$ cat config.mk
export PLATFORM = sky130hd
export DESIGN_NAME = dram_ref_seq
export DESIGN_NICKNAME = d
export VERILOG_FILES = /design/src/rtl/dram_ref_pkg.sv /design/src/rtl/dram_ref_ctrl.sv /design/src/rtl/dram_ref_data.sv /design/src/rtl/dram_ref_seq.sv
export SDC_FILE = /design/constraint.sdc
export NUM_CORES = 1
export LEC_CHECK = 0
export BUFFER_PORTS_ARGS = -buffer_cell sky130_fd_sc_hd__buf_4
export CORE_MARGIN = 5
export CORE_UTILIZATION = 50
export CTS_CLUSTER_DIAMETER = 80
export DETAILED_ROUTE_END_ITERATION = 10
export PLACE_DENSITY = 0.7
export SETUP_SLACK_MARGIN = 0.3
export SYNTH_ARGS = -nofsm -noshare
export SYNTH_HDL_FRONTEND = slang
export SYNTH_SLANG_ARGS = --single-unit
$ cat constraint.sdc
create_clock -name clk -period 2.65 [get_ports clk]
set_clock_uncertainty 0.05 [all_clocks]
set_input_delay 0.1325 -clock clk [delete_from_list [all_inputs] [get_ports clk]]
set_output_delay 0.1325 -clock clk [all_outputs]
set_load 0.05 [all_outputs]
$ cat src/rtl/dram_ref_pkg.sv
package dram_ref_pkg;

  typedef enum logic [2:0] {
    PH_PAUSE,
    PH_IDLE,
    PH_SETUP,
    PH_ACTIVE,
    PH_PRECH
  } phase_e;

  // strobes from the control FSM to the bookkeeping datapath
  typedef struct packed {
    logic retire;  // last RAS-low cycle of a refresh
    logic busy;    // a refresh cycle is in progress
    logic paused;  // still in the power-on pause
  } seqStrobe_t;

endpackage

$ cat src/rtl/dram_ref_ctrl.sv
module dram_ref_ctrl
  import dram_ref_pkg::*;
#(
  parameter int PAUSE_CYC = 20,
  parameter int CSR_CYC   = 2,
  parameter int CHR_CYC   = 2,
  parameter int RAS_CYC   = 4,
  parameter int RP_CYC    = 3
) (
  input  logic       clk,
  input  logic       rstN,
  input  logic       refGrant,
  input  logic       workPending,
  output seqStrobe_t strobe,
  output logic       rasN,
  output logic       casN
);

  localparam int MAX_A = (PAUSE_CYC > RAS_CYC) ? PAUSE_CYC : RAS_CYC;
  localparam int MAX_B = (CSR_CYC > RP_CYC) ? CSR_CYC : RP_CYC;
  localparam int MAX_T = (MAX_A > MAX_B) ? MAX_A : MAX_B;
  localparam int TW    = (MAX_T > 1) ? $clog2(MAX_T) : 1;

  phase_e          state, nxtState;
  logic [TW-1:0]   timer, nxtTimer;
  logic            timerDone;

  assign timerDone = (timer == '0);

  always_comb begin
    nxtState = state;
    nxtTimer = timerDone ? timer : timer - 1'b1;
    case (state)
      PH_PAUSE:  if (timerDone) nxtState = PH_IDLE;
      PH_IDLE:   if (workPending && refGrant) begin
                   nxtState = PH_SETUP;
                   nxtTimer = TW'(CSR_CYC - 1);
                 end
      PH_SETUP:  if (timerDone) begin
                   nxtState = PH_ACTIVE;
                   nxtTimer = TW'(RAS_CYC - 1);
                 end
      PH_ACTIVE: if (timerDone) begin
                   nxtState = PH_PRECH;
                   nxtTimer = TW'(RP_CYC - 1);
                 end
      PH_PRECH:  if (timerDone) nxtState = PH_IDLE;
      default:   nxtState = PH_IDLE;
    endcase
  end

  always_ff @(posedge clk) begin
    if (!rstN) begin
      state <= PH_PAUSE;
      timer <= TW'(PAUSE_CYC - 1);
    end else begin
      state <= nxtState;
      timer <= nxtTimer;
    end
  end

  assign rasN = (state != PH_ACTIVE);
  assign casN = !((state == PH_SETUP) ||
                  ((state == PH_ACTIVE) && (timer >= TW'(RAS_CYC - CHR_CYC))));

  assign strobe.retire = (state == PH_ACTIVE) && timerDone;
  assign strobe.busy   = (state == PH_SETUP) || (state == PH_ACTIVE) || (state == PH_PRECH);
  assign strobe.paused = (state == PH_PAUSE);


  cas_before_ras_chk: assert property (@(posedge clk) disable iff (!rstN)
    $fell(rasN) |-> $past(!casN));


  ras_rise_cas_high_chk: assert property (@(posedge clk) disable iff (!rstN)
    $rose(rasN) |-> casN);


  start_needs_grant_chk: assert property (@(posedge clk) disable iff (!rstN)
    (state == PH_SETUP && $past(state) == PH_IDLE) |-> $past(refGrant));


  pause_quiet_chk: assert property (@(posedge clk) disable iff (!rstN)
    strobe.paused |-> (rasN && casN));

endmodule

$ cat src/rtl/dram_ref_data.sv
module dram_ref_data
  import dram_ref_pkg::*;
#(
  parameter int WAKE_CNT     = 8,
  parameter int REF_INTERVAL = 40,
  parameter int OWE_LIMIT    = 6,
  parameter int URGENT_TH    = 3
) (
  input  logic       clk,
  input  logic       rstN,
  input  seqStrobe_t strobe,
  output logic       workPending,
  output logic       refReq,
  output logic       refUrgent,
  output logic       memReady
);

  localparam int IW = (REF_INTERVAL > 1) ? $clog2(REF_INTERVAL) : 1;
  localparam int OW = $clog2(OWE_LIMIT + 1);
  localparam int WW = $clog2(WAKE_CNT + 1);

  logic [IW-1:0] interval;
  logic [OW-1:0] owed;
  logic [WW-1:0] wakeLeft;
  logic [OW:0]   owedSum;
  logic          tick, retireOwed, deadlineMiss;

  assign tick         = memReady && (interval == '0);
  assign retireOwed   = strobe.retire && (wakeLeft == '0);
  assign owedSum      = {1'b0, owed} + (OW+1)'(tick) - (OW+1)'(retireOwed);
  assign deadlineMiss = (owedSum == (OW+1)'(OWE_LIMIT));

  always_ff @(posedge clk) begin
    if (!rstN) begin
      interval <= IW'(REF_INTERVAL - 1);
      owed     <= '0;
      wakeLeft <= WW'(WAKE_CNT);
      memReady <= 1'b0;
    end else begin
      if (!memReady || tick) interval <= IW'(REF_INTERVAL - 1);
      else                   interval <= interval - 1'b1;

      if (deadlineMiss) begin
        owed     <= '0;
        wakeLeft <= WW'(WAKE_CNT);
        memReady <= 1'b0;
      end else begin
        owed <= owedSum[OW-1:0];
        if (strobe.retire && wakeLeft != '0) begin
          wakeLeft <= wakeLeft - 1'b1;
          if (wakeLeft == WW'(1)) memReady <= 1'b1;
        end
      end
    end
  end

  assign workPending = (wakeLeft != '0) || (owed != '0);
  assign refReq      = !strobe.paused && (strobe.busy || workPending);
  assign refUrgent   = memReady && (owed >= OW'(URGENT_TH));


  owed_bound_chk: assert property (@(posedge clk) disable iff (!rstN)
    owed < OW'(OWE_LIMIT));


  ready_after_wake_chk: assert property (@(posedge clk) disable iff (!rstN)
    $rose(memReady) |-> $past(strobe.retire));


  urgent_requests_chk: assert property (@(posedge clk) disable iff (!rstN)
    refUrgent |-> refReq);


  owed_step_chk: assert property (@(posedge clk) disable iff (!rstN)
    (memReady && $past(memReady) && !$past(tick)) |-> (owed <= $past(owed)));

endmodule

$ cat src/rtl/dram_ref_seq.sv
module dram_ref_seq
  import dram_ref_pkg::*;
#(
  parameter int PAUSE_CYC    = 20,
  parameter int WAKE_CNT     = 8,
  parameter int REF_INTERVAL = 40,
  parameter int CSR_CYC      = 2,
  parameter int CHR_CYC      = 2,
  parameter int RAS_CYC      = 4,
  parameter int RP_CYC       = 3,
  parameter int OWE_LIMIT    = 6,
  parameter int URGENT_TH    = 3
) (
  input  logic clk,
  input  logic rstN,
  input  logic refGrant,
  output logic refReq,
  output logic refUrgent,
  output logic memReady,
  output logic rasN,
  output logic casN
);

  seqStrobe_t strobe;
  logic       workPending;

  dram_ref_ctrl #(
    .PAUSE_CYC(PAUSE_CYC), .CSR_CYC(CSR_CYC), .CHR_CYC(CHR_CYC),
    .RAS_CYC(RAS_CYC), .RP_CYC(RP_CYC)
  ) u_ctrl (
    .clk(clk), .rstN(rstN), .refGrant(refGrant), .workPending(workPending),
    .strobe(strobe), .rasN(rasN), .casN(casN)
  );

  dram_ref_data #(
    .WAKE_CNT(WAKE_CNT), .REF_INTERVAL(REF_INTERVAL),
    .OWE_LIMIT(OWE_LIMIT), .URGENT_TH(URGENT_TH)
  ) u_data (
    .clk(clk), .rstN(rstN), .strobe(strobe), .workPending(workPending),
    .refReq(refReq), .refUrgent(refUrgent), .memReady(memReady)
  );

endmodule

## After elaboration in Yosys (flattened, before gate mapping)

Index checks and enable logic that the tools add are counted.

| operators by class | value |
|---|---|
| reductions and logical operators | 28 |
| multipliers | 0 |
| magnitude comparators | 2 |
| bitwise gates (word level) | 1 |
| equality and inequality tests | 11 |
| shift operators | 0 |
| multiplexer cells | 10 |
| div/mod/pow operators | 0 |
| add/subtract/negate cells | 5 |

Operators with widths:

| operator | count |
|---|---|
| 2-to-1 mux 5 bit | 4 |
| one-hot mux 5 bit (3 select lines) | 1 |
| 2-to-1 mux 3 bit | 4 |
| one-hot mux 3 bit (4 select lines) | 1 |
| logical AND 1 bit | 8 |
| inequality test 2 x 1 -> 1 bit, second input constant | 4 |
| equality test 3 x 2 -> 1 bit, second input constant | 2 |
| zero test 6 bit | 1 |
| logical OR 1 bit | 6 |
| OR reduction 2 bit | 3 |
| subtractor 6 x 1 -> 6 bit, second input constant | 1 |
| >= comparator 5 x 2 -> 1 bit, second input constant | 1 |
| zero test 5 bit | 1 |
| subtractor 5 x 1 -> 5 bit, second input constant | 1 |
| adder 3 x 1 -> 4 bit | 1 |
| equality test 4 x 1 -> 1 bit, second input constant | 1 |
| equality test 4 x 3 -> 1 bit, second input constant | 1 |
| zero test 4 bit | 1 |
| AND reduction 4 bit | 1 |
| nonzero test 4 bit | 1 |
| subtractor 4 x 1 -> 4 bit | 1 |
| subtractor 4 x 1 -> 4 bit, second input constant | 1 |
| equality test 3 x 1 -> 1 bit, second input constant | 1 |
| equality test 3 bit, second input constant | 1 |
| other kinds (7) | 9 |

| word-level totals | value |
|---|---|
| ROM bits | 0 |
| RAM bits | 0 |
| memories kept | 0 |
| latch bits | 0 |
| flip-flop bits (word level) | 22 |
| input bits | 3 |
| logic and storage cells | 63 |

## Logic depth before layout (Yosys ltp)

| logic depth | value |
|---|---|
| word-level depth | 6 |
| depth in mapped cells | 13 |

## Cells and area by module

From an unflattened synthesis, not the netlist that was laid out.

| second synthesis, totals | value |
|---|---|
| cells, all modules | 150 |
| area total of the unflattened synthesis | 1322.5 um^2 |

Modules (own cells, without submodules):

| module | sequential area each (um^2) | area each (um^2) | times used | cells an instance |
|---|---|---|---|---|
| dram_ref_data | 280.3 | 815.8 | 1 | 94 |
| dram_ref_ctrl | 160.2 | 506.7 | 1 | 56 |

## Worst setup path before layout

No wires, ideal clock.

| timing | value |
|---|---|
| kind | flip-flop to flip-flop |
| from | register u_ctrl.timer[0] |
| to | register u_data.memReady |
| stages on the path, launching flop included | 14 |
| slack | -248 ps |
| required time | 2468 ps |
| library setup time | 132 ps |
| clock period less this slack | 2898 ps |
| arrival | 2716 ps |
| path buffers | 1 |
| path through | dfxtp_1 -> inv_1 -> ha_1 -> nor4b_4 -> buf_4 -> nand4_1 -> nor3_1 -> ha_1 -> inv_1 -> ha_1 -> fa_1 -> nand2b_1 -> o41ai_4 -> nor2_1 |

| on the way | value |
|---|---|
| word-level cells in the longest chain between the ends | 6 |
| elaborated cells between the ends (all ways) | 8 |

RTL lines:

| what | RTL line | text |
|---|---|---|
| from (decl) | dram_ref_ctrl.sv:25 | `logic [TW-1:0] timer, nxtTimer;` |
| from (signal assigned) | dram_ref_ctrl.sv:55 | `timer <= TW'(PAUSE_CYC - 1);` |
| from (signal assigned) | dram_ref_ctrl.sv:58 | `timer <= nxtTimer;` |
| zero test 5 bit | dram_ref_ctrl.sv:28 | `assign timerDone = (timer == '0);` |
| logical AND 1 bit | dram_ref_ctrl.sv:66 | `assign strobe.retire = (state == PH_ACTIVE) && timerDone;` |
| logical AND 1 bit | dram_ref_data.sv:29 | `assign retireOwed = strobe.retire && (wakeLeft == '0);` |
| subtractor 4 x 1 -> 4 bit | dram_ref_data.sv:30 | `assign owedSum = {1'b0, owed} + (OW+1)'(tick) - (OW+1)'(retireOwed);` |
| named net u_data.owedSum[1] | dram_ref_data.sv:25 | `logic [OW:0] owedSum;` |
| equality test 4 x 3 -> 1 bit | dram_ref_data.sv:31 | `assign deadlineMiss = (owedSum == (OW+1)'(OWE_LIMIT));` |
| OR reduction 2 bit (no line) | -- |  |
| to (signal assigned) | dram_ref_data.sv:38 | `memReady <= 1'b0;` |
| to (signal assigned) | dram_ref_data.sv:46 | `memReady <= 1'b0;` |
| to (signal assigned) | dram_ref_data.sv:51 | `if (wakeLeft == WW'(1)) memReady <= 1'b1;` |
| to (decl) | dram_ref_data.sv:15 | `output logic memReady` |

The timed path passes the listed nets, and every way through them passes these cells.
A chain may end at the register's enable or synchronous reset.

## Final worst setup path

| timing | value |
|---|---|
| from | register u_ctrl.timer[1] |
| to | register u_data.wakeLeft[1] |

| on the way | value |
|---|---|
| word-level cells in the longest chain between the ends | 6 |
| elaborated cells between the ends (all ways) | 7 |

RTL lines:

| what | RTL line | text |
|---|---|---|
| zero test 5 bit | dram_ref_ctrl.sv:28 |  |
| logical AND 1 bit | dram_ref_ctrl.sv:66 |  |
| logical AND 1 bit | dram_ref_data.sv:29 |  |
| subtractor 4 x 1 -> 4 bit | dram_ref_data.sv:30 |  |
| named net u_data.owedSum[1] | dram_ref_data.sv:25 |  |
| equality test 4 x 3 -> 1 bit | dram_ref_data.sv:31 |  |
| OR reduction 2 bit (no line) | -- |  |
| to (signal assigned) | dram_ref_data.sv:37 | `wakeLeft <= WW'(WAKE_CNT);` |
| to (signal assigned) | dram_ref_data.sv:45 | `wakeLeft <= WW'(WAKE_CNT);` |
| to (signal assigned) | dram_ref_data.sv:50 | `wakeLeft <= wakeLeft - 1'b1;` |
| to (decl) | dram_ref_data.sv:24 | `logic [WW-1:0] wakeLeft;` |

The timed path passes the listed nets, and every way through them passes these cells.

==> summary.txt <==
Floorplan
  – Core footprint: 2455 sq um
  – Die width: 60.55 microns
  – Die area: 3666 sq um
  – # IOs: 8
  – Rows: 18
  – Die Ht: 60.55 microns
  – Initial Utilization: 52.04%

Place
  – DP Wirelength: 1948 microns
  – RePlAce Congestion: 0.8420
  – I/O Buffers: 7
  – # placed instances: 189

Timing
  – Final hold vios: 0
  – # setup viols final: 7
  – Rel. slew slack: 70.31%
  – Pins Over Slew Limit: 0
  – Part of the cycle the worst path needs: 106.5%
  – Post-route setup slack: -0.1732 ns
  – Fmax: 354.2 MHz
  – Unrepaired setup endpoints after global routing: yes
  – Crit path time final: 2.823 ns
  – Setup_tns: -1.137 ns
  – Slew at the pin with the worst max-slew slack: 0.4420 ns

Setup path
  – Reg2Reg Setup Slack: -0.17 ns
  – Critical Path End Type: flip-flop
  – R2R depth: 13
  – Crit path DAT: 2.97 ns
  – Worst Path Max Fanout: 3
  – Crit-path slowest cell: fa_2
  – WS Path Type: flip-flop to flip-flop
  – Critical-path cell list: inv_2 > ha_4 > nor4b_4 > nand4_1 > nor3_2 > ha_1 > inv_1 > ha_2 > fa_2 > nand2b_1 > o41ai_4 > buf_4 > a211oi_2
  – Max incr delay on CP: 0.53 ns
  – CP startpoint kind: flip-flop
  – Reg-to-Reg End: u_data.wakeLeft[1]
  – Worst EP required: 2.80 ns
  – Reg2reg start: u_ctrl.timer[1]

Clocking
  – Root Driver: clkbuf_4
  – Clock Path Buffers: 2
  – H-tree levels: 1
  – Num CTS Buffers: 3
  – CTS tree: done
  – Clock Sinks: 22
  – Reg clk slew, reported paths: 0.13 ns
  – Clock Latency Late Sink: 0.30 ns

Yosys
  – Mapped Nets: 159
  – Post-synth EDFFs: 0
  – Seq/Total Area, Yosys: 34.48%
  – Synth Flop Type: dfxtp_1
  – Post-Syn Instances: 142
  – Synthesized area: 1277 sq um
  – Post-synth cell types: 38
  – #FFs+latches synth: 22
  – Synth warn: 0
  – Synthesized area per cell: 8.996 sq um
  – Ys async rst share: 0%

Min path
  – Hold path start: rstN
  – Hold WC Path Type: input pin to flip-flop
  – Hold endpoint: u_ctrl.timer[4]
  – Worst hold stages: 2

Detailed routing
  – DR WL/cell: 12.72 microns
  – DR vias: 1,041
  – DR pass1 iterations: 4
  – DRT iter0 DRCs: 18
  – WL final: 2506 microns
  – Vias per cell: 5.284
  – Drc violations: 0
  – Routed Antenna Nets: 0

Power and ir drop
  – Flop pwr share: 57.4%
  – PwrDens: 389.7 nW/um^2
  – Combinational fraction of design power: 12.1%
  – Leakage: 0.6230 nW
  – Total power: 0.6037 mW
  – Worst IR Drop VDD: 0.2900 mV
  – Switching share of power: 23.40%
  – Clock power frac: 30.5%
  – Psw: 0.1412 mW
  – Internal power: 0.4624 mW

Run status
  – Status: complete, but fails checks
  – Failing checks: setup timing

Cells and area
  – Commonest non-fill, non-tap cell in the layout: buf_4
  – Area of the multi-input gates: 799.5 sq um
  – Post-layout util: 63.10%
  – Layout Nets: 185
  – FF/Latch Area: 442.9 sq um
  – Share of layout cells above drive strength 1: 27.54%
  – Diode count: 0
  – Area growth syn-to-layout: 21.25%
  – Most frequent cells in the layout: buf_4, dfxtp_1, nand2_1, nor2_1, inv_1
  – FILL cells: 220
  – Final cell count without fillers: 197

Global route
  – First-pass GRT wire length: 4367 microns
  – Largest net degree at the start of global routing: 13
  – GRT Util Overall: 15.54%
  – Vias in the first global route: 1,039
  – Initial antenna violation count: 0
  – GR Overflow Total: 0

Run
  – Max Cap Viol: 0
final cells by class:
class / count / share of cell area, %
clock buffers: 4 / 2.342
flip-flops and latches: 22 / 28.59
well taps: 30 / 2.423
repair buffers: 24 / 11.63
inverters: 14 / 3.393
multi-input cells: 103 / 51.62
cells by family after synthesis:
family	Yosys count	share of synthesized area, %
buf+inv	17	5.876
simple gates	59	25.86
compound gates	19	11.75
mux	2	1.567
xor+xnor	9	6.171
flops	22	34.48
fa+ha+maj	14	14.30
flip-flops by register name, summed over array words and instances (netlist names):
name / cells
u_data.memReady: 1
u_data.wakeLeft: 4
u_ctrl.timer: 5
u_data.owed: 3
u_data.interval: 6
u_ctrl.state: 3
critical path, delay by kind of cell (launching register included):
family,cells,cell delay [ns]
compound gates,2,0.35
flops,1,0.35
buf+inv,3,0.30
fa+ha+maj,4,0.98
simple gates,4,0.68
cells in the mapped netlist, types with 2 or more instances:
cell      instances  area [sq um]
nor2_1           14         52.55
a211oi_1          2         15.01
o21a_1            3         22.52
nand3_1           2         10.01
xor2_1            3         26.28
nor3_1            8         40.04
nor4b_1           3         26.28
nand2_1          13         48.80
inv_1            14         52.55
nand4_1           2         12.51
nor2b_1           2         12.51
nand2b_1          2         12.51
xnor2_1           6         52.55
ha_1             13         162.7
o21ai_0           3         15.01
mux2i_1           2         20.02
a21oi_1           5         25.02
dfxtp_1          22         440.4
and3_1            4         25.02
power by group through the flow:
| stage | registers, mW | clock network (mW) | logic, mW |
|---|---|---|---|
| 6_report | 0.346 | 0.184 | 0.0729 |
| 4_1_cts | 0.346 | 0.192 | 0.0700 |
| 5_1_grt | 0.348 | 0.208 | 0.0826 |
| 3_5_place_dp | 0.353 | 0 | 0.0640 |
| 2_1_floorplan | 0.355 | 0 | 0.0328 |
| 3_3_place_gp | 0.352 | 0 | 0.0624 |
worst max path at each step:
stage                          startpoint            endpoint  slack, ns  depth (start not counted)
after floorplan           u_ctrl.timer[0]  u_data.wakeLeft[1]      -0.23                         13
after global placement    u_ctrl.timer[1]  u_data.wakeLeft[1]      -0.14                         12
after detailed placement  u_ctrl.timer[1]  u_data.wakeLeft[1]      -0.26                         12
after CTS                 u_ctrl.timer[1]      u_data.owed[2]      -0.14                         13
after global routing      u_ctrl.timer[1]  u_data.wakeLeft[0]      -0.29                         13
final                     u_ctrl.timer[1]  u_data.wakeLeft[1]      -0.17                         13
metrics by stage:
step	cell area [sq um]	worst slack (ns)	hold WS [ns]
2_1_floorplan	1290	-0.2326	0.1536
3_3_place_gp	1455	-0.1360	0.3317
3_5_place_dp	1455	-0.2559	0.3398
4_1_cts	1538	-0.1417	0.01027
5_1_grt	1549	-0.2887	0.02126
6_report	1549	-0.1732	0.02140
what timing repair did:
item | in CTS | in global routing
setup endpoints to repair | 7 | 7
pin swaps | 7 | 6
cloned | 0 | 0
gates resized for setup | 6 | 2
hold buffers | 0 | 0
buffers inserted | 3 | 1
per-layer routing:
layer	global-route usage [%]	share of wire, %
met3	2.766	3.6
met4	3.715	0.76
met2	27.62	50
met5	0	0
met1	19.56	45
Note: power is estimated with default switching activity, not from simulation.
